--- src/rtl/mdio_mgmt_pkg.sv ---
package mdio_mgmt_pkg;

  localparam int FRAME_BITS = 64;
  localparam int CYC_W      = 6;
  localparam int TA_POS     = 46;
  localparam int DATA_POS   = 48;
  localparam int DIV_W      = 8;
  localparam int LAT_W      = 3;
  localparam int PAYLOAD_W  = 16;

  typedef struct packed {
    logic                 short_fmt;
    logic [1:0]           op;
    logic [4:0]           port;
    logic [4:0]           dev;
    logic [PAYLOAD_W-1:0] payload;
  } mgmt_cmd_t;

  function automatic logic is_read_op(input mgmt_cmd_t c);
    if (c.short_fmt) return (c.op == 2'b10);
    return c.op[1];
  endfunction

  function automatic logic [FRAME_BITS-1:0] build_frame(input mgmt_cmd_t c);
    logic [1:0] st;
    st = c.short_fmt ? 2'b01 : 2'b00;
    return {32'hFFFF_FFFF, st, c.op, c.port, c.dev, 2'b10, c.payload};
  endfunction

  // Frame bit currently on the line, given completed clock periods,
  // clock phase and the drive-edge selection.
  function automatic logic [CYC_W-1:0] line_index(input logic [CYC_W-1:0] cyc,
                                                  input logic mdc_hi,
                                                  input logic rise_drive);
    if (!rise_drive || mdc_hi) return cyc;
    if (cyc == '0) return '0;
    return cyc - 1'b1;
  endfunction

endpackage

--- src/rtl/mdio_host_regs.sv ---
module mdio_host_regs
  import mdio_mgmt_pkg::*;
#(
  parameter logic [31:0]      CTRL_OFS = 32'h0,
  parameter logic [31:0]      DATA_OFS = 32'h4,
  parameter logic [DIV_W-1:0] DIV_RST  = 8'd4
) (
  input  logic                 clk,
  input  logic                 rst_n,
  input  logic [31:0]          bus_addr,
  input  logic [31:0]          bus_wdata,
  input  logic                 bus_wr,
  input  logic                 bus_rd,
  output logic [31:0]          bus_rdata,
  input  logic                 busy,
  input  logic [PAYLOAD_W-1:0] rd_data,
  output logic                 start,
  output logic                 ctrl_drop,
  output mgmt_cmd_t            launch_cmd,
  output mgmt_cmd_t            cmd,
  output logic [DIV_W-1:0]     div_set,
  output logic                 edge_set,
  output logic [LAT_W-1:0]     lat_set
);

  localparam int PAD_W = 32 - DIV_W - 1 - LAT_W - 1 - PAYLOAD_W;

  logic ctrl_hit, data_hit;
  logic unused_wbits;

  assign ctrl_hit     = bus_wr && (bus_addr == CTRL_OFS);
  assign data_hit     = bus_wr && (bus_addr == DATA_OFS);
  assign launch_cmd   = mgmt_cmd_t'(bus_wdata[28:0]);
  assign start        = ctrl_hit && !busy && bus_wdata[31];
  assign ctrl_drop    = ctrl_hit && busy;
  assign unused_wbits = ^{bus_wdata[30:29], bus_wdata[31-DIV_W-1-LAT_W:0]};

  always_ff @(posedge clk) begin
    if (!rst_n) begin
      cmd      <= '0;
      div_set  <= DIV_RST;
      edge_set <= 1'b0;
      lat_set  <= '0;
    end else begin
      if (ctrl_hit && !busy) cmd <= launch_cmd;
      if (data_hit) begin
        div_set  <= bus_wdata[31 -: DIV_W];
        edge_set <= bus_wdata[31-DIV_W];
        lat_set  <= bus_wdata[31-DIV_W-1 -: LAT_W];
      end
    end
  end

  always_ff @(posedge clk) begin
    if (!rst_n) begin
      bus_rdata <= '0;
    end else if (bus_rd) begin
      if (bus_addr == CTRL_OFS)
        bus_rdata <= {busy, 2'b00, cmd};
      else if (bus_addr == DATA_OFS)
        bus_rdata <= {div_set, edge_set, lat_set, {PAD_W{1'b0}}, !busy, rd_data};
      else
        bus_rdata <= '0;
    end
  end

endmodule

--- src/rtl/mdio_mdc_gen.sv ---
module mdio_mdc_gen
  import mdio_mgmt_pkg::*;
(
  input  logic             clk,
  input  logic             rst_n,
  input  logic             run,
  input  logic [DIV_W-1:0] div,
  output logic             mdc,
  output logic             rise_ev,
  output logic             fall_ev
);

  logic [DIV_W-1:0] cnt;
  logic             tick;

  assign tick    = run && (cnt == div);
  assign rise_ev = tick && !mdc;
  assign fall_ev = tick && mdc;

  always_ff @(posedge clk) begin
    if (!rst_n || !run) begin
      cnt <= '0;
      mdc <= 1'b0;
    end else if (tick) begin
      cnt <= '0;
      mdc <= !mdc;
    end else begin
      cnt <= cnt + 1'b1;
    end
  end

endmodule

--- src/rtl/mdio_frame_engine.sv ---
module mdio_frame_engine
  import mdio_mgmt_pkg::*;
(
  input  logic                 clk,
  input  logic                 rst_n,
  input  logic                 start,
  input  mgmt_cmd_t            launch_cmd,
  input  logic [DIV_W-1:0]     div_set,
  input  logic                 edge_set,
  input  logic [LAT_W-1:0]     lat_set,
  input  logic                 mdc,
  input  logic                 rise_ev,
  input  logic                 fall_ev,
  input  logic                 mdio_i,
  output logic                 busy,
  output logic [DIV_W-1:0]     div_act,
  output logic                 mdio_o,
  output logic                 mdio_oe,
  output logic [PAYLOAD_W-1:0] rd_data,
  output logic                 frame_done,
  output logic                 cap_ev
);

  localparam int                PEND_W   = (1 << LAT_W) - 1;
  localparam logic [CYC_W-1:0]  LAST_CYC = CYC_W'(FRAME_BITS - 1);
  localparam logic [CYC_W-1:0]  TA_IDX   = CYC_W'(TA_POS);
  localparam logic [CYC_W-1:0]  DAT_IDX  = CYC_W'(DATA_POS);

  logic [FRAME_BITS-1:0] frame_q;
  logic [CYC_W-1:0]      cyc_q;
  logic [CYC_W-1:0]      idx;
  logic                  rd_flag;
  logic                  edge_q;
  logic [LAT_W-1:0]      lat_q;
  logic [PEND_W-1:0]     pend;
  logic [PAYLOAD_W-1:0]  rsh;
  logic                  rise_data;

  assign idx        = line_index(cyc_q, mdc, edge_q);
  assign frame_done = busy && fall_ev && (cyc_q == LAST_CYC);
  assign rise_data  = busy && rise_ev && rd_flag && (cyc_q >= DAT_IDX);
  assign cap_ev     = (lat_q == '0) ? rise_data : pend[lat_q - 1'b1];
  assign mdio_o     = busy ? frame_q[LAST_CYC - idx] : 1'b1;
  assign mdio_oe    = busy && !(rd_flag && (idx >= TA_IDX));

  always_ff @(posedge clk) begin
    if (!rst_n) begin
      busy    <= 1'b0;
      cyc_q   <= '0;
      frame_q <= '0;
      rd_flag <= 1'b0;
      edge_q  <= 1'b0;
      lat_q   <= '0;
      div_act <= '0;
    end else if (start) begin
      busy    <= 1'b1;
      cyc_q   <= '0;
      frame_q <= build_frame(launch_cmd);
      rd_flag <= is_read_op(launch_cmd);
      edge_q  <= edge_set;
      lat_q   <= lat_set;
      div_act <= div_set;
    end else if (busy && fall_ev) begin
      if (cyc_q == LAST_CYC) busy <= 1'b0;
      else                   cyc_q <= cyc_q + 1'b1;
    end
  end

  always_ff @(posedge clk) begin
    if (!rst_n) begin
      pend    <= '0;
      rsh     <= '0;
      rd_data <= '0;
    end else begin
      pend <= {pend[PEND_W-2:0], rise_data};
      if (cap_ev) rsh <= {rsh[PAYLOAD_W-2:0], mdio_i};
      if (frame_done && rd_flag) rd_data <= rsh;
    end
  end

endmodule

--- src/rtl/mdio_mgmt_master.sv ---
module mdio_mgmt_master
  import mdio_mgmt_pkg::*;
#(
  parameter logic [DIV_W-1:0] DIV_RST = 8'd4
) (
  input  logic        clk,
  input  logic        rst_n,
  input  logic [31:0] bus_addr,
  input  logic [31:0] bus_wdata,
  input  logic        bus_wr,
  input  logic        bus_rd,
  output logic [31:0] bus_rdata,
  output logic        mdc,
  input  logic        mdio_i,
  output logic        mdio_o,
  output logic        mdio_oe
);

  logic                 busy, start, ctrl_drop, frame_done, cap_ev;
  logic                 rise_ev, fall_ev;
  mgmt_cmd_t            launch_cmd, cmd;
  logic [DIV_W-1:0]     div_set, div_act;
  logic                 edge_set;
  logic [LAT_W-1:0]     lat_set;
  logic [PAYLOAD_W-1:0] rd_data;

  mdio_host_regs #(.DIV_RST(DIV_RST)) u_regs (
    .clk(clk), .rst_n(rst_n),
    .bus_addr(bus_addr), .bus_wdata(bus_wdata), .bus_wr(bus_wr), .bus_rd(bus_rd),
    .bus_rdata(bus_rdata), .busy(busy), .rd_data(rd_data),
    .start(start), .ctrl_drop(ctrl_drop), .launch_cmd(launch_cmd), .cmd(cmd),
    .div_set(div_set), .edge_set(edge_set), .lat_set(lat_set)
  );

  mdio_mdc_gen u_clk (
    .clk(clk), .rst_n(rst_n), .run(busy), .div(div_act),
    .mdc(mdc), .rise_ev(rise_ev), .fall_ev(fall_ev)
  );

  mdio_frame_engine u_eng (
    .clk(clk), .rst_n(rst_n), .start(start), .launch_cmd(launch_cmd),
    .div_set(div_set), .edge_set(edge_set), .lat_set(lat_set),
    .mdc(mdc), .rise_ev(rise_ev), .fall_ev(fall_ev), .mdio_i(mdio_i),
    .busy(busy), .div_act(div_act), .mdio_o(mdio_o), .mdio_oe(mdio_oe),
    .rd_data(rd_data), .frame_done(frame_done), .cap_ev(cap_ev)
  );

endmodule

--- config.mk ---
export PLATFORM = sky130hd
export DESIGN_NAME = mdio_mgmt_master
export DESIGN_NICKNAME = d
export VERILOG_FILES = /design/src/rtl/mdio_mgmt_pkg.sv /design/src/rtl/mdio_host_regs.sv /design/src/rtl/mdio_mdc_gen.sv /design/src/rtl/mdio_frame_engine.sv /design/src/rtl/mdio_mgmt_master.sv
export SDC_FILE = /design/constraint.sdc
export NUM_CORES = 1
export LEC_CHECK = 0
export ABC_AREA = 1
export BUFFER_PORTS_ARGS = -buffer_cell sky130_fd_sc_hd__buf_2
export CAP_MARGIN = 40
export CORE_ASPECT_RATIO = 0.5
export CORE_MARGIN = 10
export CORE_UTILIZATION = 55
export DETAILED_ROUTE_END_ITERATION = 7
export HOLD_SLACK_MARGIN = 0.03
export PLACE_DENSITY = 0.85
export REMOVE_ABC_BUFFERS = 1
export SETUP_SLACK_MARGIN = 0.1
export SYNTH_ARGS = -nofsm -noshare
export SYNTH_HDL_FRONTEND = slang
export SYNTH_SLANG_ARGS = --single-unit
--- constraint.sdc ---
create_clock -name clk -period 2.2 [get_ports clk]
set_clock_uncertainty 0.05 [all_clocks]
set_input_delay 0.33 -clock clk [delete_from_list [all_inputs] [get_ports clk]]
set_output_delay 0.33 -clock clk [all_outputs]
set_load 0.1 [all_outputs]
# Yosys cells after proc, flatten, opt, wreduce, memory -nomap -nowiden
# Index checks and enable logic that the tools add are counted.
[word_totals]
ff_bits = 173
latch_bits = 0
mem_bits_rw = 0
rom_bits = 0
in_bits = 69
output_inout_bits = 35
word_cells = 91
n_memories = 0
[classes]
addsub = 5
n_mul = 0
div_mod_pow = 0
magnitude_cmp = 4
n_eq_ne = 4
n_shift = 0
n_mux = 24
n_bitwise = 2
n_reduce_logical = 31
[op_table]
columns = ["op", "count"]
rows = [
  ["$mux W32", 2],
  ["$eq A32 B3 Y1 const B", 1],
  ["$logic_not A32 Y1", 1],
  ["$mux W6", 4],
  ["$mux W1", 16],
  ["$logic_and A1 B1 Y1", 15],
  ["$ge A6 B6 Y1 const B", 2],
  ["$add A8 B1 Y8 const B", 1],
  ["$eq A8 B8 Y1", 1],
  ["$lt A6 B7 Y1 const B", 1],
  ["$add A6 B1 Y6 const B", 1],
  ["$bmux W1 S6", 1],
  ["$eq A6 B6 Y1 const B", 1],
  ["$logic_not A6 Y1", 1],
  ["$sub A6 B1 Y6 const B", 1],
  ["$sub A6 B6 Y6 const A", 1],
  ["$logic_not A1 Y1", 5],
  ["$lt A3 B4 Y1 const B", 1],
  ["$reduce_and A2 Y1", 2],
  ["$reduce_bool A2 Y1", 2],
  ["$reduce_or A2 Y1", 2],
  ["$bmux W1 S3", 1],
  ["$logic_not A3 Y1", 1],
  ["$sub A3 B1 Y3 const B", 1],
  ["other kinds (3)", 5],
]

# Logic depth before layout (Yosys ltp)
[logic_depth]
depth_word = 10
ltp_mapped = 14
ltp_nobuf = 14

# Cells and area by module
# Synthesis repeated with hierarchy kept, for this count alone.
[unflattened]
hier_cells = 1182
hier_area_um2 = 8079.0
[by_module_without_submodules]
columns = ["mod", "n_inst", "cells_per_inst", "area_per_inst_um2", "seq_area_each_um2"]
rows = [
  ["mdio_frame_engine", 1, 501, 3779.9, 1781.7],
  ["mdio_host_regs", 1, 599, 3721.1, 1461.4],
  ["mdio_mdc_gen", 1, 82, 578.1, 180.2],
]

# Worst setup path before layout
# OpenSTA, ideal clock, no wires.
[synth_path]
path_kind = "register to output"
startpoint = "register u_clk.mdc"
endpoint = "output port mdio_oe"
arrival_time_ns = 3.256
t_required_ns = 1.820
path_slack_ns = -1.436
path_stages_with_launch = 8
n_path_buf = 0
path_cell_list = "dfxtp_1 inv_2 nand2_1 nor2_1 nand2_1 o21ai_1 a41o_1 a21oi_1"
[synth_via]
elab_chain_len = 7
[synth_lines]
columns = ["element", "line", "rtl"]
rows = [
  ["start: declaration", "mdio_mdc_gen.sv:8", "output logic mdc,"],
  ["start signal: assignment", "mdio_mdc_gen.sv:26", "mdc <= !mdc;"],
  ["$logic_or A1 B1 Y1", "mdio_mgmt_pkg.sv:35", "if (!rise_drive || mdc_hi) return cyc;"],
  ["$mux W1", "mdio_mgmt_pkg.sv:35", ""],
  ["$mux W6", "mdio_mgmt_pkg.sv:36", "if (cyc == '0) return '0;"],
  ["$ge A6 B6 Y1", "mdio_frame_engine.sv:44", "assign mdio_oe = busy && !(rd_flag && (idx >= TA_IDX));"],
  ["$logic_and A1 B1 Y1", "mdio_frame_engine.sv:44", ""],
  ["$logic_not A1 Y1", "mdio_frame_engine.sv:44", ""],
  ["$logic_and A1 B1 Y1", "mdio_frame_engine.sv:44", ""],
  ["end: declaration", "mdio_mgmt_master.sv:16", "output logic mdio_oe"],
]
# Every way passes these cells.

# Final worst setup path
[layout_path]
startpoint = "register u_eng.cyc_q[1]"
endpoint = "output port mdio_o"
[layout_via]
elab_chain_len = 9
word_cells_on_any_way = 12
cone_classes = "add/sub: 2; mux: 9; reduce/logical: 1"
[layout_lines]
columns = ["element", "line", "rtl"]
rows = [
  ["start: declaration", "mdio_frame_engine.sv:30", "logic [CYC_W-1:0] cyc_q;"],
  ["start signal: assignment", "mdio_frame_engine.sv:65", "else cyc_q <= cyc_q + 1'b1;"],
  ["parallel branches: the longest is 4 deep, another holds $sub A6 B1 Y6", "--", ""],
  ["$mux W6 (*)", "mdio_mgmt_pkg.sv:36", ""],
  ["$sub A6 B6 Y6 (*)", "mdio_frame_engine.sv:43", "assign mdio_o = busy ? frame_q[LAST_CYC - idx] : 1'b1;"],
  ["$bmux W1 S6 (*)", "mdio_frame_engine.sv:43", ""],
  ["$mux W1 (implied by the code) (*)", "mdio_frame_engine.sv:43", ""],
  ["$mux W1 (*)", "mdio_frame_engine.sv:43", ""],
  ["end: declaration", "mdio_mgmt_master.sv:15", "output logic mdio_o,"],
]
# Every way passes the cells marked *. The select of a mux whose other input is x is not followed.

==> out/summary.md <==
The flow ran to the end, but the final reports show violations. The checks that failed: negative setup slack. Cell area after synthesis: 0.00749 sq mm. For the worst setup path, the data arrival time is 2.21 ns. The floorplan step defined a die boundary enclosing 0.0190 sq mm. The synthesized-area fraction occupied by ao, oa, aoi and oai cells came out at 0.173. The highest layer touched by signal routing is met5.

Total iterations of the first detailed-routing run: 7. In this run the clock root is driven by a sky130_fd_sc_hd__clkbuf_16. Once detail routing completed, the nets flagged for antenna violations numbered 0. The total routed wire length on the met1 layer is 9.39 mm, and the count of synthesis-stage warnings from yosys is 0. Counting along the longest clock path gives a buffer depth of 2. The proportion of synthesized flip-flops having asynchronous set or reset is 0. The biggest cell delay along the critical path came out at 0.32 ns.

The internal power of the cells came out at 5.01 mW. The final critical-path required period came out at 2.59 ns. The tools report the setup slack after layout as -0.387 ns. The net switching share of the total power came out at 0.261. The tools report the initial cell density of the core as 0.557. The synthesized design spends more area on one cell type than any other, namely sky130_fd_sc_hd__dfxtp_1. In the final design database the tool counted 1232 nets. The post-synthesis share of cell area spent on full adders, half adders and majority gates was 0.0100; the slew of the pin with the lowest slew margin was 0.508 ns.

Traced cell by cell, the critical path runs through inv_2, ha_4, nand3_4, buf_4, a21oi_4, nand3_1, nand3_1, nand2_1, nand2_1, nand3_2, nand3_4, buf_12. Setup repair after global routing could not meet its margin everywhere. The count of flip-flops with a built-in enable after synthesis was 0; the share of total power in combinational logic was 0.075. The clock slew at the register clock pins of the worst setup and hold paths is 0.07 ns, and the length of routed met3 wiring is 2.05 mm. The routability-driven placement congestion ratio was 0.920. For the top-level I/O count, the log shows 104. Total power: 6.78 mW. Via count normalized by instance count: 5.75. For this run the aggregate overflow at the end of global routing stands at 0. Counting the buffers created by CTS gives 17.

The fraction of synthesized area in multiplexers is 0. For this block, the routed nets add up to 23.4 mm of wire. Count of input and output buffers: 103. The area growth from synthesis to layout is 25.0%. The total routing usage reported by global routing is 0.235, and the xor-xnor portion of the synthesized cell area is 0.00936. The tools report the via count of the first global-routing pass as 7237.

The tools report the count of pins over their slew limit as 0. In this run the mean area of a mapped cell was 7.19 sq um. The nature of the critical path startpoint was a flip-flop. The sequential share of power is 0.462, and the post-detailed-placement cell area is 0.00838 sq mm.

Entering global routing, the biggest net connects 76 pins. The width of the die is 185 um, and the number of synthesized register bits is 171. IR analysis of the VDD net gives a maximum drop of 511 uV. The tools report the final-layout worst hold slack as 0.0747 ns. The analysis attributes to net switching a power of 1.77 mW. The global-route wire length before repair is 36.1 mm, and the fraction of post-synthesis cell area in the top cell type by area is 0.457. The floorplan die height came out at 103 um. Final critical-path share of the clock period: 1.18. Among all stages on the critical path, the largest delay is contributed by sky130_fd_sc_hd__dfxtp_2.

TritonCTS built the clock tree. For the number of H-tree branching levels, the log shows 4. The largest fanout on the critical path is 4, and the iteration-0 DRC count of the detailed router is 810. The top achievable clock speed is 0.387 GHz. The dominant combinational cell family by area after synthesis was simple AND/OR/NAND/NOR gates. After detailed routing, the met2 layer carries 11.4 mm of wire.

The commonest cells after synthesis are sky130_fd_sc_hd__nand2_1 (193), sky130_fd_sc_hd__dfxtp_1 (171), sky130_fd_sc_hd__nor2_1 (126), sky130_fd_sc_hd__a21oi_1 (107), sky130_fd_sc_hd__inv_1 (106). The headroom to the max-slew limit came out at 0.664. Across the run, the number of max-cap violations was 0. Power spread over the standard cell area amounts to 725 mW/mm^2.

The hold buffer count at cts is 0, and the sum of net half-perimeters after detailed placement is 15.0 mm. Detailed routing inserted a total of 7734 vias. The DRC violations left is 0, and the detail-routed net length per standard cell is 17.4 um. For this design, the sink count on the clock tree is 171. The synthesized netlist contains 38 unique library cells. The initial antenna violation count was 1.

Sorting the synthesized cells by area gives the leading types as sky130_fd_sc_hd__dfxtp_1 (46%), sky130_fd_sc_hd__nand2_1 (9.7%), sky130_fd_sc_hd__a21oi_1 (7.2%), sky130_fd_sc_hd__nor2_1 (6.3%), sky130_fd_sc_hd__inv_1 (5.3%). The simple-gate area share of the yosys netlist came out at 0.260. The region available for standard cell placement spans 0.0134 sq mm. The critical path is of the reg -> out type.

The fraction of layout cells with a size suffix above 1 came out at 0.219. The run gives 0.45 ns as the clock latency reported for the late side of the worst-skew pair. Leading cell type by number of instances after synthesis: sky130_fd_sc_hd__nand2_1. In this run the most critical hold path is launched from bus_wdata[9]. The share of power burned in the clock network came out at 0.463. The reg-to-reg startpoint is u_clk.cnt[2]. Counting every instance in the synthesized netlist gives 1042. In the synthesized netlist the dominant register cell turns out to be sky130_fd_sc_hd__dfxtp_1. The endpoint type of the worst setup path was an output port.

The type of the worst min-delay path is in -> reg. Setup violations remaining at the end of the flow were counted as 2. The analysis attributes to cell leakage a power of 4.02 nW. The proportion of synthesized chip area in sequential cells was 0.457. Row generation in the floorplan step produced 30 rows.

The finished cells cover 0.00936 sq mm. The source of the critical timing path is u_eng.cyc_q[1]. Count of final hold-check violations: 0. At the placement stage, the worst setup path has a slack of -0.0298 ns. The number of antenna diodes in the final layout is 0. At the worst endpoint, the required time is 1.82 ns.
==> worst max-delay path, delay by kind of cell (launching register included) <==
kind	cells	cell delay, ns
AOI/OAI and AO/OA	1	0.21
adders and majority gates	1	0.15
buffers and inverters	3	0.43
DFF	1	0.32
and+or+nand+nor	7	0.65
==> registers in the layout, indices dropped and copies added, names as in the netlist <==
register,count
u_clk.cnt,8
u_clk.mdc,1
u_eng.busy,1
u_eng.cyc_q,6
u_eng.div_act,8
u_eng.edge_q,1
u_eng.frame_q,30
u_eng.lat_q,3
u_eng.pend,7
u_eng.rd_data,16
u_eng.rd_flag,1
u_eng.rsh,16
u_regs.bus_rdata,32
u_regs.cmd,29
u_regs.div_set,8
u_regs.edge_set,1
u_regs.lat_set,3
==> power groups by stage <==
| stage | Combinational [mW] | Clock [mW] | Sequential, mW |
|---|---|---|---|
| 2_1_floorplan | 0.117 | 0 | 3.39 |
| 3_3_place_gp | 0.492 | 0 | 3.20 |
| 3_5_place_dp | 0.501 | 0 | 3.20 |
| 4_1_cts | 0.504 | 3.12 | 3.13 |
| 5_1_grt | 0.541 | 3.27 | 3.13 |
| 6_report | 0.511 | 3.14 | 3.13 |
==> final cells by class <==
type,count,area [sq um]
multi-input combinational,702,3660
clock inverter,12,151
tap,176,220
timing repair buffer,153,1020
sequential,171,3430
fill,981,4080
clock buffer,20,457
inverter,112,423
==> cell usage in the layout (no fill, tap or decap), types with 18 or more instances in the layout <==
cell / Yosys / routed
sky130_fd_sc_hd__clkbuf_16: 0 / 18
sky130_fd_sc_hd__o21ai_0: 53 / 52
sky130_fd_sc_hd__dfxtp_1: 171 / 166
sky130_fd_sc_hd__nor2_1: 126 / 121
sky130_fd_sc_hd__nand3_2: 1 / 19
sky130_fd_sc_hd__nand2_1: 193 / 184
sky130_fd_sc_hd__o21ai_1: 51 / 51
sky130_fd_sc_hd__inv_1: 106 / 104
sky130_fd_sc_hd__a21oi_1: 107 / 105
sky130_fd_sc_hd__buf_2: 22 / 101
sky130_fd_sc_hd__buf_4: 3 / 40
sky130_fd_sc_hd__nand3_1: 74 / 53
==> routing by layer <==
layer	up-vias	global-route usage
li1	3629	-
met3	69	0.0538
met4	2	0.0682
met5	-	0
met2	416	0.403
met1	3618	0.292
==> stage by stage <==
step	utilization	instances	TNS [ns]
after floorplan	-	984	-37.34
after global placement	0.623	1305	-0.00443
final	0.696	1346	-0.703
after CTS	0.678	1340	-0.601
after global routing	0.696	1346	-0.833
after detailed placement	0.623	1305	-0.0298
==> what timing repair did <==
item	CTS	global route
pin swaps	10	20
setup buffers	3	4
cloned	0	2
endpoints found under the setup margin	2	14
resized for setup	28	40
==> logic make-up after synthesis <==
kind of cell,after synthesis
and+or+nand+nor,443
DFF,171
buffers and inverters,170
xor gates and xnor gates,8
AOI/OAI and AO/OA,244
adders and majority gates,6
==> final timing paths <==
kind | cells past startpoint | slack [ns] | end
setup / recovery | 12 | -0.39 | mdio_o
hold / removal | 3 | 0.07 | u_eng.frame_q[9]
hold reg to reg | 2 | 0.38 | u_eng.pend[5]
setup reg to reg | 10 | 0.21 | u_eng.rd_data[8]
No activity file was read; power rests on OpenSTA's default activity.
